--- config.mk ---
export PLATFORM = sky130hd
export DESIGN_NAME = resize_fetch_seq
export DESIGN_NICKNAME = d
export VERILOG_FILES = /design/src/rtl/rsz_pkg.sv /design/src/rtl/rsz_div.sv /design/src/rtl/rsz_raster.sv /design/src/rtl/rsz_addr.sv /design/src/rtl/resize_fetch_seq.sv
export SDC_FILE = /design/constraint.sdc
export NUM_CORES = 1
export LEC_CHECK = 0
export BUFFER_PORTS_ARGS = -buffer_cell sky130_fd_sc_hd__buf_2
export CORE_MARGIN = 4
export CORE_UTILIZATION = 40
export CTS_CLUSTER_SIZE = 12
export DETAILED_ROUTE_END_ITERATION = 7
export SLEW_MARGIN = 10
export SYNTH_ARGS = -nofsm -noshare
export SYNTH_HDL_FRONTEND = slang
export SYNTH_SLANG_ARGS = --single-unit
--- constraint.sdc ---
create_clock -name clk -period 9.5 [get_ports clk]
set_input_delay 0.95 -clock clk [delete_from_list [all_inputs] [get_ports clk]]
set_output_delay 0.95 -clock clk [all_outputs]
set_load 0.05 [all_outputs]
--- src/rtl/rsz_pkg.sv ---
// Package: shared sizing constants and sequencer state encoding.
// Assumes: 4x4 neighbourhood, row-major fetch order.
package rsz_pkg;
    localparam int GRID_SIDE = 4;
    localparam int GRID_CNT  = GRID_SIDE * GRID_SIDE;
    localparam int IDX_W     = $clog2(GRID_CNT);

    typedef enum logic [3:0] {
        ST_IDLE,
        ST_DIV_GO,
        ST_DIV_WAIT,
        ST_MAP,
        ST_FETCH,
        ST_DRAIN,
        ST_KSTART,
        ST_KWAIT,
        ST_WRITE,
        ST_DONE
    } seq_state_e;
endpackage

--- src/rtl/rsz_div.sv ---
// Module: restoring shift-subtract divider, one quotient bit per cycle.
// Assumes: start is a single-cycle pulse; den != 0 when the result is used.
// done rises after NUM_W cycles and stays high until the next start.
module rsz_div #(
    parameter int NUM_W = 16,
    parameter int DEN_W = 6
) (
    input  logic             clk,
    input  logic             rst_n,
    input  logic             start,
    input  logic [NUM_W-1:0] num,
    input  logic [DEN_W-1:0] den,
    output logic [NUM_W-1:0] quo,
    output logic             done
);
    localparam int CNT_W = $clog2(NUM_W + 1);

    logic [NUM_W-1:0] num_sh;
    logic [DEN_W-1:0] rem;
    logic [DEN_W:0]   trial;
    logic [CNT_W-1:0] cnt;
    logic             busy;

    // Purpose: partial remainder with the next dividend bit shifted in.
    always_comb trial = {rem, num_sh[NUM_W-1]};

    // Purpose: iterate the restoring division.
    always_ff @(posedge clk) begin
        if (!rst_n) begin
            num_sh <= '0;
            rem    <= '0;
            quo    <= '0;
            cnt    <= '0;
            busy   <= 1'b0;
            done   <= 1'b0;
        end else if (start) begin
            num_sh <= num;
            rem    <= '0;
            quo    <= '0;
            cnt    <= CNT_W'(NUM_W);
            busy   <= 1'b1;
            done   <= 1'b0;
        end else if (busy) begin
            if (trial >= {1'b0, den}) begin
                rem <= DEN_W'(trial - {1'b0, den});
                quo <= {quo[NUM_W-2:0], 1'b1};
            end else begin
                rem <= DEN_W'(trial);
                quo <= {quo[NUM_W-2:0], 1'b0};
            end
            num_sh <= num_sh << 1;
            cnt    <= cnt - 1'b1;
            if (cnt == CNT_W'(1)) begin
                busy <= 1'b0;
                done <= 1'b1;
            end
        end
    end

    // leaving the busy phase always produces a finished result
    p_div_finish_r3: assert property (@(posedge clk) disable iff (!rst_n)
        $fell(busy) |-> done);
    // the divider is never both busy and finished
    p_div_excl_r3: assert property (@(posedge clk) disable iff (!rst_n)
        !(busy && done));
endmodule

--- src/rtl/rsz_raster.sv ---
// Module: target raster walker, x inner, y outer.
// Assumes: width and height are at least 1 while stepping.
module rsz_raster #(
    parameter int DIM_W = 6
) (
    input  logic             clk,
    input  logic             rst_n,
    input  logic             clear,
    input  logic             step,
    input  logic [DIM_W-1:0] width,
    input  logic [DIM_W-1:0] height,
    output logic [DIM_W-1:0] col,
    output logic [DIM_W-1:0] row,
    output logic             last
);
    logic row_end;

    // Purpose: end-of-row and end-of-image flags.
    always_comb begin
        row_end = (col == DIM_W'(width - 1'b1));
        last    = row_end && (row == DIM_W'(height - 1'b1));
    end

    // Purpose: advance the counters one target pixel.
    always_ff @(posedge clk) begin
        if (!rst_n || clear) begin
            col <= '0;
            row <= '0;
        end else if (step) begin
            if (row_end) begin
                col <= '0;
                row <= row + 1'b1;
            end else begin
                col <= col + 1'b1;
            end
        end
    end

    // a step never starts beyond the last column
    p_col_range_r9: assert property (@(posedge clk) disable iff (!rst_n)
        (step && !clear) |-> (col < width));
endmodule

--- src/rtl/rsz_addr.sv ---
// Module: neighbourhood read address, combinational.
// Assumes: callers leave a one-pixel margin; arithmetic wraps mod 2^ADDR_W.
module rsz_addr #(
    parameter int ORG_W  = 7,
    parameter int INT_W  = 12,
    parameter int ADDR_W = 14,
    parameter int STRIDE = 100
) (
    input  logic [ORG_W-1:0]  org_x,
    input  logic [ORG_W-1:0]  org_y,
    input  logic [INT_W-1:0]  int_x,
    input  logic [INT_W-1:0]  int_y,
    input  logic [3:0]        idx,
    output logic [ADDR_W-1:0] addr
);
    logic [ADDR_W-1:0] line;
    logic [ADDR_W-1:0] pos;

    // Purpose: row and column of the tap, offset by -1, then linearised.
    always_comb begin
        line = ADDR_W'(org_y) + ADDR_W'(int_y) + ADDR_W'(idx[3:2]) - ADDR_W'(1);
        pos  = ADDR_W'(org_x) + ADDR_W'(int_x) + ADDR_W'(idx[1:0]) - ADDR_W'(1);
        addr = ADDR_W'(line * ADDR_W'(STRIDE)) + pos;
    end
endmodule

--- src/rtl/resize_fetch_seq.sv ---
// Module: resize job sequencer: step division, raster walk, 4x4 fetch,
// kernel handshake and result write.
// Assumes: source memory returns data one cycle after an enabled read;
// the kernel raises kernel_done for one cycle per kernel_start.
module resize_fetch_seq
    import rsz_pkg::*;
#(
    parameter int ORG_W  = 7,
    parameter int SRC_W  = 5,
    parameter int DST_W  = 6,
    parameter int FRAC_W = 10,
    parameter int STRIDE = 100,
    parameter int ADDR_W = 14,
    parameter int PIX_W  = 8
) (
    input  logic              clk,
    input  logic              rst_n,
    input  logic              job_start,
    input  logic [ORG_W-1:0]  org_x,
    input  logic [ORG_W-1:0]  org_y,
    input  logic [SRC_W-1:0]  src_w,
    input  logic [SRC_W-1:0]  src_h,
    input  logic [DST_W-1:0]  dst_w,
    input  logic [DST_W-1:0]  dst_h,
    output logic              src_cen_n,
    output logic [ADDR_W-1:0] src_addr,
    input  logic [PIX_W-1:0]  src_q,
    output logic              grid_valid,
    output logic [IDX_W-1:0]  grid_idx,
    output logic [PIX_W-1:0]  grid_byte,
    output logic [FRAC_W-1:0] frac_x,
    output logic [FRAC_W-1:0] frac_y,
    output logic              kernel_start,
    input  logic              kernel_done,
    input  logic [PIX_W-1:0]  kernel_pix,
    output logic              res_cen_n,
    output logic              res_wen_n,
    output logic [ADDR_W-1:0] res_addr,
    output logic [PIX_W-1:0]  res_data,
    output logic              done
);
    localparam int SCALE_W = SRC_W + FRAC_W + 1;
    localparam int SX_W    = DST_W + SCALE_W;
    localparam int INT_W   = SX_W - FRAC_W;
    localparam logic [SCALE_W-1:0] UNIT = SCALE_W'(1) << FRAC_W;
    localparam logic [IDX_W-1:0]   IDX_LAST = IDX_W'(GRID_CNT - 1);

    seq_state_e state, nxt;

    logic [ORG_W-1:0]   p_ox, p_oy;
    logic [SRC_W-1:0]   p_sw, p_sh;
    logic [DST_W-1:0]   p_tw, p_th;
    logic [SCALE_W-1:0] step_x, step_y;
    logic [SCALE_W-1:0] quo_x, quo_y;
    logic               dv_x, dv_y;
    logic [SX_W-1:0]    sx, sy;
    logic [IDX_W-1:0]   k;
    logic [DST_W-1:0]   tx, ty;
    logic               last_px;
    logic [PIX_W-1:0]   pix_q;
    logic               gv_q;
    logic [IDX_W-1:0]   gi_q;
    logic               accept;
    logic               unit_x, unit_y;

    // Purpose: job acceptance and degenerate-axis detection.
    always_comb begin
        accept = (state == ST_IDLE) && job_start;
        unit_x = (p_sw <= SRC_W'(1)) || (p_tw <= DST_W'(1));
        unit_y = (p_sh <= SRC_W'(1)) || (p_th <= DST_W'(1));
    end

    // Purpose: state register.
    always_ff @(posedge clk) begin
        if (!rst_n) state <= ST_IDLE;
        else        state <= nxt;
    end

    // Purpose: next-state decode.
    always_comb begin
        nxt = state;
        unique case (state)
            ST_IDLE:     if (job_start) nxt = ST_DIV_GO;
            ST_DIV_GO:   nxt = ST_DIV_WAIT;
            ST_DIV_WAIT: if (dv_x && dv_y) nxt = ST_MAP;
            ST_MAP:      nxt = ST_FETCH;
            ST_FETCH:    if (k == IDX_LAST) nxt = ST_DRAIN;
            ST_DRAIN:    nxt = ST_KSTART;
            ST_KSTART:   nxt = ST_KWAIT;
            ST_KWAIT:    if (kernel_done) nxt = ST_WRITE;
            ST_WRITE:    nxt = last_px ? ST_DONE : ST_MAP;
            ST_DONE:     nxt = ST_IDLE;
            default:     nxt = ST_IDLE;
        endcase
    end

    // Purpose: capture job parameters once per accepted start.
    always_ff @(posedge clk) begin
        if (!rst_n) begin
            p_ox <= '0; p_oy <= '0;
            p_sw <= '0; p_sh <= '0;
            p_tw <= '0; p_th <= '0;
        end else if (accept) begin
            p_ox <= org_x; p_oy <= org_y;
            p_sw <= src_w; p_sh <= src_h;
            p_tw <= dst_w; p_th <= dst_h;
        end
    end

    rsz_div #(.NUM_W(SCALE_W), .DEN_W(DST_W)) i_div_x (
        .clk   (clk),
        .rst_n (rst_n),
        .start (state == ST_DIV_GO),
        .num   (SCALE_W'(p_sw - 1'b1) << FRAC_W),
        .den   (DST_W'(p_tw - 1'b1)),
        .quo   (quo_x),
        .done  (dv_x)
    );

    rsz_div #(.NUM_W(SCALE_W), .DEN_W(DST_W)) i_div_y (
        .clk   (clk),
        .rst_n (rst_n),
        .start (state == ST_DIV_GO),
        .num   (SCALE_W'(p_sh - 1'b1) << FRAC_W),
        .den   (DST_W'(p_th - 1'b1)),
        .quo   (quo_y),
        .done  (dv_y)
    );

    // Purpose: latch the step factors, forcing unity on degenerate axes.
    always_ff @(posedge clk) begin
        if (!rst_n) begin
            step_x <= UNIT;
            step_y <= UNIT;
        end else if (state == ST_DIV_WAIT && dv_x && dv_y) begin
            step_x <= unit_x ? UNIT : quo_x;
            step_y <= unit_y ? UNIT : quo_y;
        end
    end

    rsz_raster #(.DIM_W(DST_W)) i_raster (
        .clk    (clk),
        .rst_n  (rst_n),
        .clear  (accept),
        .step   (state == ST_WRITE && !last_px),
        .width  (p_tw),
        .height (p_th),
        .col    (tx),
        .row    (ty),
        .last   (last_px)
    );

    // Purpose: map the current target pixel to a fixed-point source position.
    always_ff @(posedge clk) begin
        if (!rst_n) begin
            sx <= '0;
            sy <= '0;
        end else if (state == ST_MAP) begin
            sx <= SX_W'(tx) * SX_W'(step_x);
            sy <= SX_W'(ty) * SX_W'(step_y);
        end
    end

    // Purpose: neighbourhood tap counter.
    always_ff @(posedge clk) begin
        if (!rst_n || state == ST_MAP) k <= '0;
        else if (state == ST_FETCH)    k <= k + 1'b1;
    end

    rsz_addr #(.ORG_W(ORG_W), .INT_W(INT_W), .ADDR_W(ADDR_W), .STRIDE(STRIDE)) i_addr (
        .org_x (p_ox),
        .org_y (p_oy),
        .int_x (sx[SX_W-1:FRAC_W]),
        .int_y (sy[SX_W-1:FRAC_W]),
        .idx   (k),
        .addr  (src_addr)
    );

    // Purpose: tag returning read data with its tap index.
    always_ff @(posedge clk) begin
        if (!rst_n) begin
            gv_q <= 1'b0;
            gi_q <= '0;
        end else begin
            gv_q <= (state == ST_FETCH);
            gi_q <= k;
        end
    end

    // Purpose: hold the kernel result for the write cycle.
    always_ff @(posedge clk) begin
        if (!rst_n)                                pix_q <= '0;
        else if (state == ST_KWAIT && kernel_done) pix_q <= kernel_pix;
    end

    // Purpose: drive memory, kernel and status outputs from state.
    always_comb begin
        src_cen_n    = !(state == ST_FETCH);
        grid_valid   = gv_q;
        grid_idx     = gi_q;
        grid_byte    = src_q;
        frac_x       = sx[FRAC_W-1:0];
        frac_y       = sy[FRAC_W-1:0];
        kernel_start = (state == ST_KSTART);
        res_cen_n    = !(state == ST_WRITE);
        res_wen_n    = !(state == ST_WRITE);
        res_addr     = ADDR_W'(ADDR_W'(ty) * ADDR_W'(p_tw) + ADDR_W'(tx));
        res_data     = pix_q;
        done         = (state == ST_DONE);
    end

    // every read is followed by a tagged byte
    p_grid_follows_r6: assert property (@(posedge clk) disable iff (!rst_n)
        !src_cen_n |=> grid_valid);
    // reads and writes never share a cycle
    p_no_overlap_r5: assert property (@(posedge clk) disable iff (!rst_n)
        !(!src_cen_n && !res_cen_n));
    // kernel start is a single-cycle pulse
    p_kstart_pulse_r7: assert property (@(posedge clk) disable iff (!rst_n)
        kernel_start |=> !kernel_start);
    // fractions hold while waiting on the kernel
    p_frac_hold_r7: assert property (@(posedge clk) disable iff (!rst_n)
        (state == ST_KWAIT) |-> ($stable(frac_x) && $stable(frac_y)));
    // a write only follows a sampled kernel completion
    p_write_gated_r8: assert property (@(posedge clk) disable iff (!rst_n)
        !res_cen_n |-> $past(kernel_done));
    // done is one cycle wide and follows a write
    p_done_pulse_r10: assert property (@(posedge clk) disable iff (!rst_n)
        done |=> !done);
    p_done_after_write_r10: assert property (@(posedge clk) disable iff (!rst_n)
        done |-> $past(!res_cen_n));
endmodule

-- Word-level counts from Yosys, hierarchy flattened
Cells that the tools add are included.
- input port bits: 56
- output and inout port bits: 74
- register bits: 215
- word-level logic and storage cells: 129
- add/subtract/negate cells: 19
- bitwise gates (word level): 1
- multiplexer cells: 27
- $mul: 4
- equal/unequal tests: 18
- $lt $le $gt $ge: 6
- reduce and logical (&&, ||, !) cells: 23
- operators by type and width (operator ; count):
    16-bit two-way mux ; 6
    6-bit by 16-bit multiplier with 22-bit output ; 2
    4-bit case mux with 9 select lines ; 1
    14-bit by 2-bit adder with 14-bit output ; 2
    14-bit by 1-bit subtractor with 14-bit output, second input constant ; 2
    7-bit by 12-bit adder with 13-bit output ; 2
    4-bit two-way mux ; 5
    5-bit two-way mux ; 4
    6-bit two-way mux ; 3
    4-bit by 3-bit == test with 1-bit output, second input constant ; 4
    14-bit adder ; 1
    7-bit by 6-bit greater-or-equal comparator with 1-bit output ; 2
    14-bit by 5-bit multiplier with 12-bit output, second input constant ; 1
    12-bit by 6-bit adder with 13-bit output ; 1
    6-bit by 1-bit adder with 6-bit output, second input constant ; 2
    4-bit == test, second input constant ; 3
    6-bit == test ; 2
    6-bit by 1-bit <= comparator with 1-bit output, second input constant ; 2
    6-bit by 6-bit multiplier with 12-bit output ; 1
    5-bit by 1-bit subtractor with 6-bit output, second input constant ; 2
    6-bit by 1-bit subtractor with 6-bit output, second input constant ; 2
    6-bit subtractor ; 2
    5-bit by 1-bit == test with 1-bit output, second input constant ; 2
    5-bit by 1-bit <= comparator with 1-bit output, second input constant ; 2
    15 further kinds ; 42

-- Logic depth before layout (Yosys ltp)
- depth in word-level cells: 6
- depth in mapped cells: 27
- gate-level depth less buffers: 27

-- Hierarchy
Synthesis repeated with hierarchy kept, for this count alone.
- cells, all modules: 2449
- area total of the unflattened synthesis: 20523.4 sq um
- by module, submodules not included (module ; area each (sq um) ; instances ; sequential area each (sq um) ; cells each):
    resize_fetch_seq ; 12709.7 ; 1 ; 2662.6 ; 1538
    rsz_div ; 2187.1 ; 2 ; 900.9 ; 243
    rsz_addr ; 2496.1 ; 1 ; 0.0 ; 302
    rsz_raster ; 943.4 ; 1 ; 240.2 ; 123

-- Worst setup path after synthesis
Ideal clock, no wire load.
- path type: register -> output
- start: register sy[10]
- end: output src_addr[13]
- required time: 8.550 ns
- arrival: 6.109 ns
- slack: 2.441 ns
- path buffers: 0
- cell stages (with the launch flop): 26
- path through: dfxtp_1 > ha_1 > fa_1 > inv_1 > ha_1 > inv_1 > ha_1 > fa_1 > a21o_1 > a21oi_2 > o21bai_1 > a21oi_1 > xnor2_1 > ha_1 > ha_1 > inv_1 > fa_1 > inv_1 > ha_1 > xor2_1 > ha_1 > inv_1 > ha_1 > a21o_2 > a41o_2 > xor3_1
- longest elaborated chain between the ends: 5
- RTL lines (what ; line ; RTL):
    start: declaration ; resize_fetch_seq.sv:56 ; logic [SX_W-1:0] sx, sy;
    start signal: assignment ; resize_fetch_seq.sv:160 ; sy <= SX_W'(ty) * SX_W'(step_y);
    7-bit by 12-bit adder with 13-bit output ; rsz_addr.sv:21 ; line = ADDR_W'(org_y) + ADDR_W'(int_y) + ADDR_W'(idx[3:2]) - ADDR_W'(1);
    14-bit by 2-bit adder with 14-bit output ; rsz_addr.sv:21 ;
    14-bit by 1-bit subtractor with 14-bit output ; rsz_addr.sv:21 ;
    14-bit by 5-bit multiplier with 12-bit output ; rsz_addr.sv:23 ; addr = ADDR_W'(line * ADDR_W'(STRIDE)) + pos;
    14-bit adder ; rsz_addr.sv:23 ;
    end: declaration ; resize_fetch_seq.sv:26 ; output logic [ADDR_W-1:0] src_addr,
Every way passes these cells.

-- Worst setup path after layout
Ends and elaborated chain as after synthesis.

==> impl_metrics.csv <==
group,metric,value,unit
clock_tree,cts_max_level,1,
layout,register_area,0.00430,mm2
placement,routabilityCongestion,0.857,
drt,wl,45100,um
synth,synth_cell_types,74,
grt,grt_pass1_wl,76000,um
layout,multi_input_area,0.0130,mm2
critical_path,cp.arrival,6.97,ns
clock_tree,clk_pin_slew,0.06,ns
synth,syn_inst,2203,
layout,fillers,4514,
grt,grt.overflow.total,0,
layout,area_growth_syn_to_layout,10.2,%
critical_path,critPathKind,"flip-flop to output port",
synth,synth_compound_area_frac,0.129,
clock_tree,insertion_delay,0.55,ns
floorplan,num_io_pins,130,
drt,dr.first_iter.drc_count,618,
floorplan,core,0.0458,mm2
sta,slew_headroom,0.222,
sta,fin_skew,0.0140,ns
sta,finalSetupViolations,0,
sta,min_period_over_period,0.834,
synth,synth_largest_area_cell,"dfxtp_1",
synth,muxShareOfSynthArea,0.0304,
drt,dr.pass1.iters,6,
clock_tree,cts_buffers,25,
grt,grt_max_degree,89,
sta,worst_slew_pin_slew,1.16,ns
synth,ys.flop_type,"dfxtp_1",
synth,synth_area_leaders,"dfxtp_1 23%, fa_1 16%, ha_1 13%",
sta,min_period,7.92,ns
sta,hold_viol_final,0,
floorplan,row_count,78,
floorplan,initial_core_util,0.409,
synth,synth-seq-cells,215,
synth,synth_area_per_cell,8.49,um2
synth,synth_top_family_by_area,"adder cells",
clock_tree,postCtsSetupRepairBufs,0,
sta,slew_violations,0,
clock_tree,clockBufferDepth,3,
min_path,hold_path.class,"flip-flop to flip-flop",
synth,netlist_area,0.0187,mm2
clock_tree,cts-root-buf,"clkbuf_16",
placement,port_buffers,112,
grt,grtUsageTotal,0.181,
grt,grt_pass1_vias,15000,
synth,synth-xor-area-share,0.0704,
synth,synth_fa_ha_area_frac,0.287,
drt,wl_per_cell,15.7,um
clock_tree,cts_resized,0,
critical_path,endpoint_kind,"output port",
floorplan,die_area,0.0503,mm2
drt,dr_total_vias,14600,
clock_tree,cts_hold_buf,0,
clock_tree,cts.sinks,215,
synth,synthSimpleGateAreaFrac,0.178,
layout,nets,2653,
synth,synth_nets,2600,
clock_tree,cts_tree,"yes",
run_status,status,"finished clean",
synth,synthArstFlopShare,0,
synth,yosysMostFrequentCell,"nand2_1",
synth,netlist.area_leader.share,0.230,
synth,ys_top_cells_by_count,"374 x nand2_1, 256 x inv_1, 215 x dfxtp_1",
sta,rsz0062_at_grt,"no",
flow_run,max_cap_violations,0,
layout,drive_above_1_share,0.0880,
synth,synth_edf_count,0,
sta,worst_hold_slack,0.463,ns
grt,grt_antenna_before_repair,1,
critical_path,worst_setup_path_start_kind,"flip-flop",
drt,drt_drc_violations_left,0,
critical_path,required,8.55,ns
floorplan,die_h,224,um
drt,antenna_left,0,
synth,yosysSeqAreaShare,0.230,
floorplan,die_w,224,um
sta,tns,0,ns
sta,fmax,0.126,GHz
placement,dp_hpwl,34900,um
drt,avgViaCountPerCell,5.07,
critical_path,cp_max_fo,3,
synth,yosys_warnings,0,
per-stage QoR:
step | setup slack, ns | utilization | std cells | area (um2)
detailed placement | 2.11 | 0.431 | 2829 | 19700
finish | 1.58 | 0.450 | 2874 | 20600
global placement | 2.24 | 0.431 | 2829 | 19700
CTS | 1.50 | 0.450 | 2873 | 20600
global route | 1.21 | 0.450 | 2874 | 20600
floorplan | 2.44 | - | 2203 | 18700
path summary, 6_finish.rpt:
check / from / endpoint / slack (ns) / cells past startpoint
setup / recovery: sy[10]$_SDFFE_PN0P_ / src_addr[13] / 1.58 / 26
hold / removal: sx[0]$_SDFFE_PN0P_ / sx[0]$_SDFFE_PN0P_ / 0.46 / 2
setup reg to reg: i_raster.col[5]$_SDFFE_PP0P_ / sx[17]$_SDFFE_PN0P_ / 4.81 / 14
hold reg to reg: sx[0]$_SDFFE_PN0P_ / sx[0]$_SDFFE_PN0P_ / 0.46 / 2
per-layer routing:
layer	wire, um	share of wire	up-vias	GRT usage
met2	21100	0.47	280	0.316
met5	0	0	-	0
met3	1910	0.042	42	0.0210
met1	21400	0.47	6981	0.246
li1	-	-	7266	-
met4	666	0.015	0	0.0306
registers in the layout (all words and copies together), names as in the netlist, 7 cells and up:
| register | cells |
|---|---|
| sy | 22 |
| i_div_x.quo | 16 |
| res_data | 8 |
| p_ox | 7 |
| p_oy | 7 |
| step_y | 16 |
| i_div_y.quo | 16 |
| sx | 22 |
| step_x | 16 |
cell type report:
cell class / instances / area share
Sequential cell: 215 / 0.209
Clock inverter: 9 / 0.00698
Antenna cell: 1 / 0.000121
Multi-Input combinational cell: 1625 / 0.632
Timing Repair Buffer: 132 / 0.0346
Tap cell: 600 / 0.0364
Clock buffer: 35 / 0.0346
Inverter: 257 / 0.0468
critical path, cell delays in order (launching register included):
cell	delay [ns]
dfxtp_1	0.32
ha_1	0.23
fa_1	0.54
inv_1	0.04
ha_1	0.26
inv_1	0.04
ha_1	0.21
fa_1	0.42
a21o_1	0.20
a21oi_2	0.18
o21bai_1	0.09
a21oi_1	0.20
xnor2_1	0.31
ha_1	0.34
ha_1	0.28
inv_1	0.05
fa_1	0.52
inv_1	0.04
ha_1	0.31
xor2_1	0.17
ha_1	0.28
inv_1	0.04
ha_1	0.33
a21o_2	0.20
a41o_2	0.23
xor3_1	0.35
buf_2	0.26
logic make-up (layout without fill, tap and decap cells):
group                      count (synthesis)  count (layout)
other                                      1               2
adders and majority gates                341             341
and+or+nand+nor                          723             723
muxes                                     56              56
AOI/OAI and AO/OA                        361             361
DFF                                      215             215
xor gates and xnor gates                 143             143
buffers and inverters                    363             433
layout by cell type, fill, tap and decap left out, types with 69 or more instances in the layout:
| cell type | netlist | routed |
|---|---|---|
| a21oi_1 | 72 | 72 |
| and2_1 | 69 | 69 |
| buf_2 | 4 | 111 |
| dfxtp_1 | 215 | 215 |
| fa_1 | 146 | 146 |
| ha_1 | 195 | 195 |
| inv_1 | 256 | 256 |
| nand2_1 | 374 | 374 |
| nor2_1 | 122 | 122 |
| xnor2_1 | 97 | 97 |
Power is left out: the tool's default activity adds up to more than one toggle a clock period on the data nets, which glitch-free logic cannot reach.
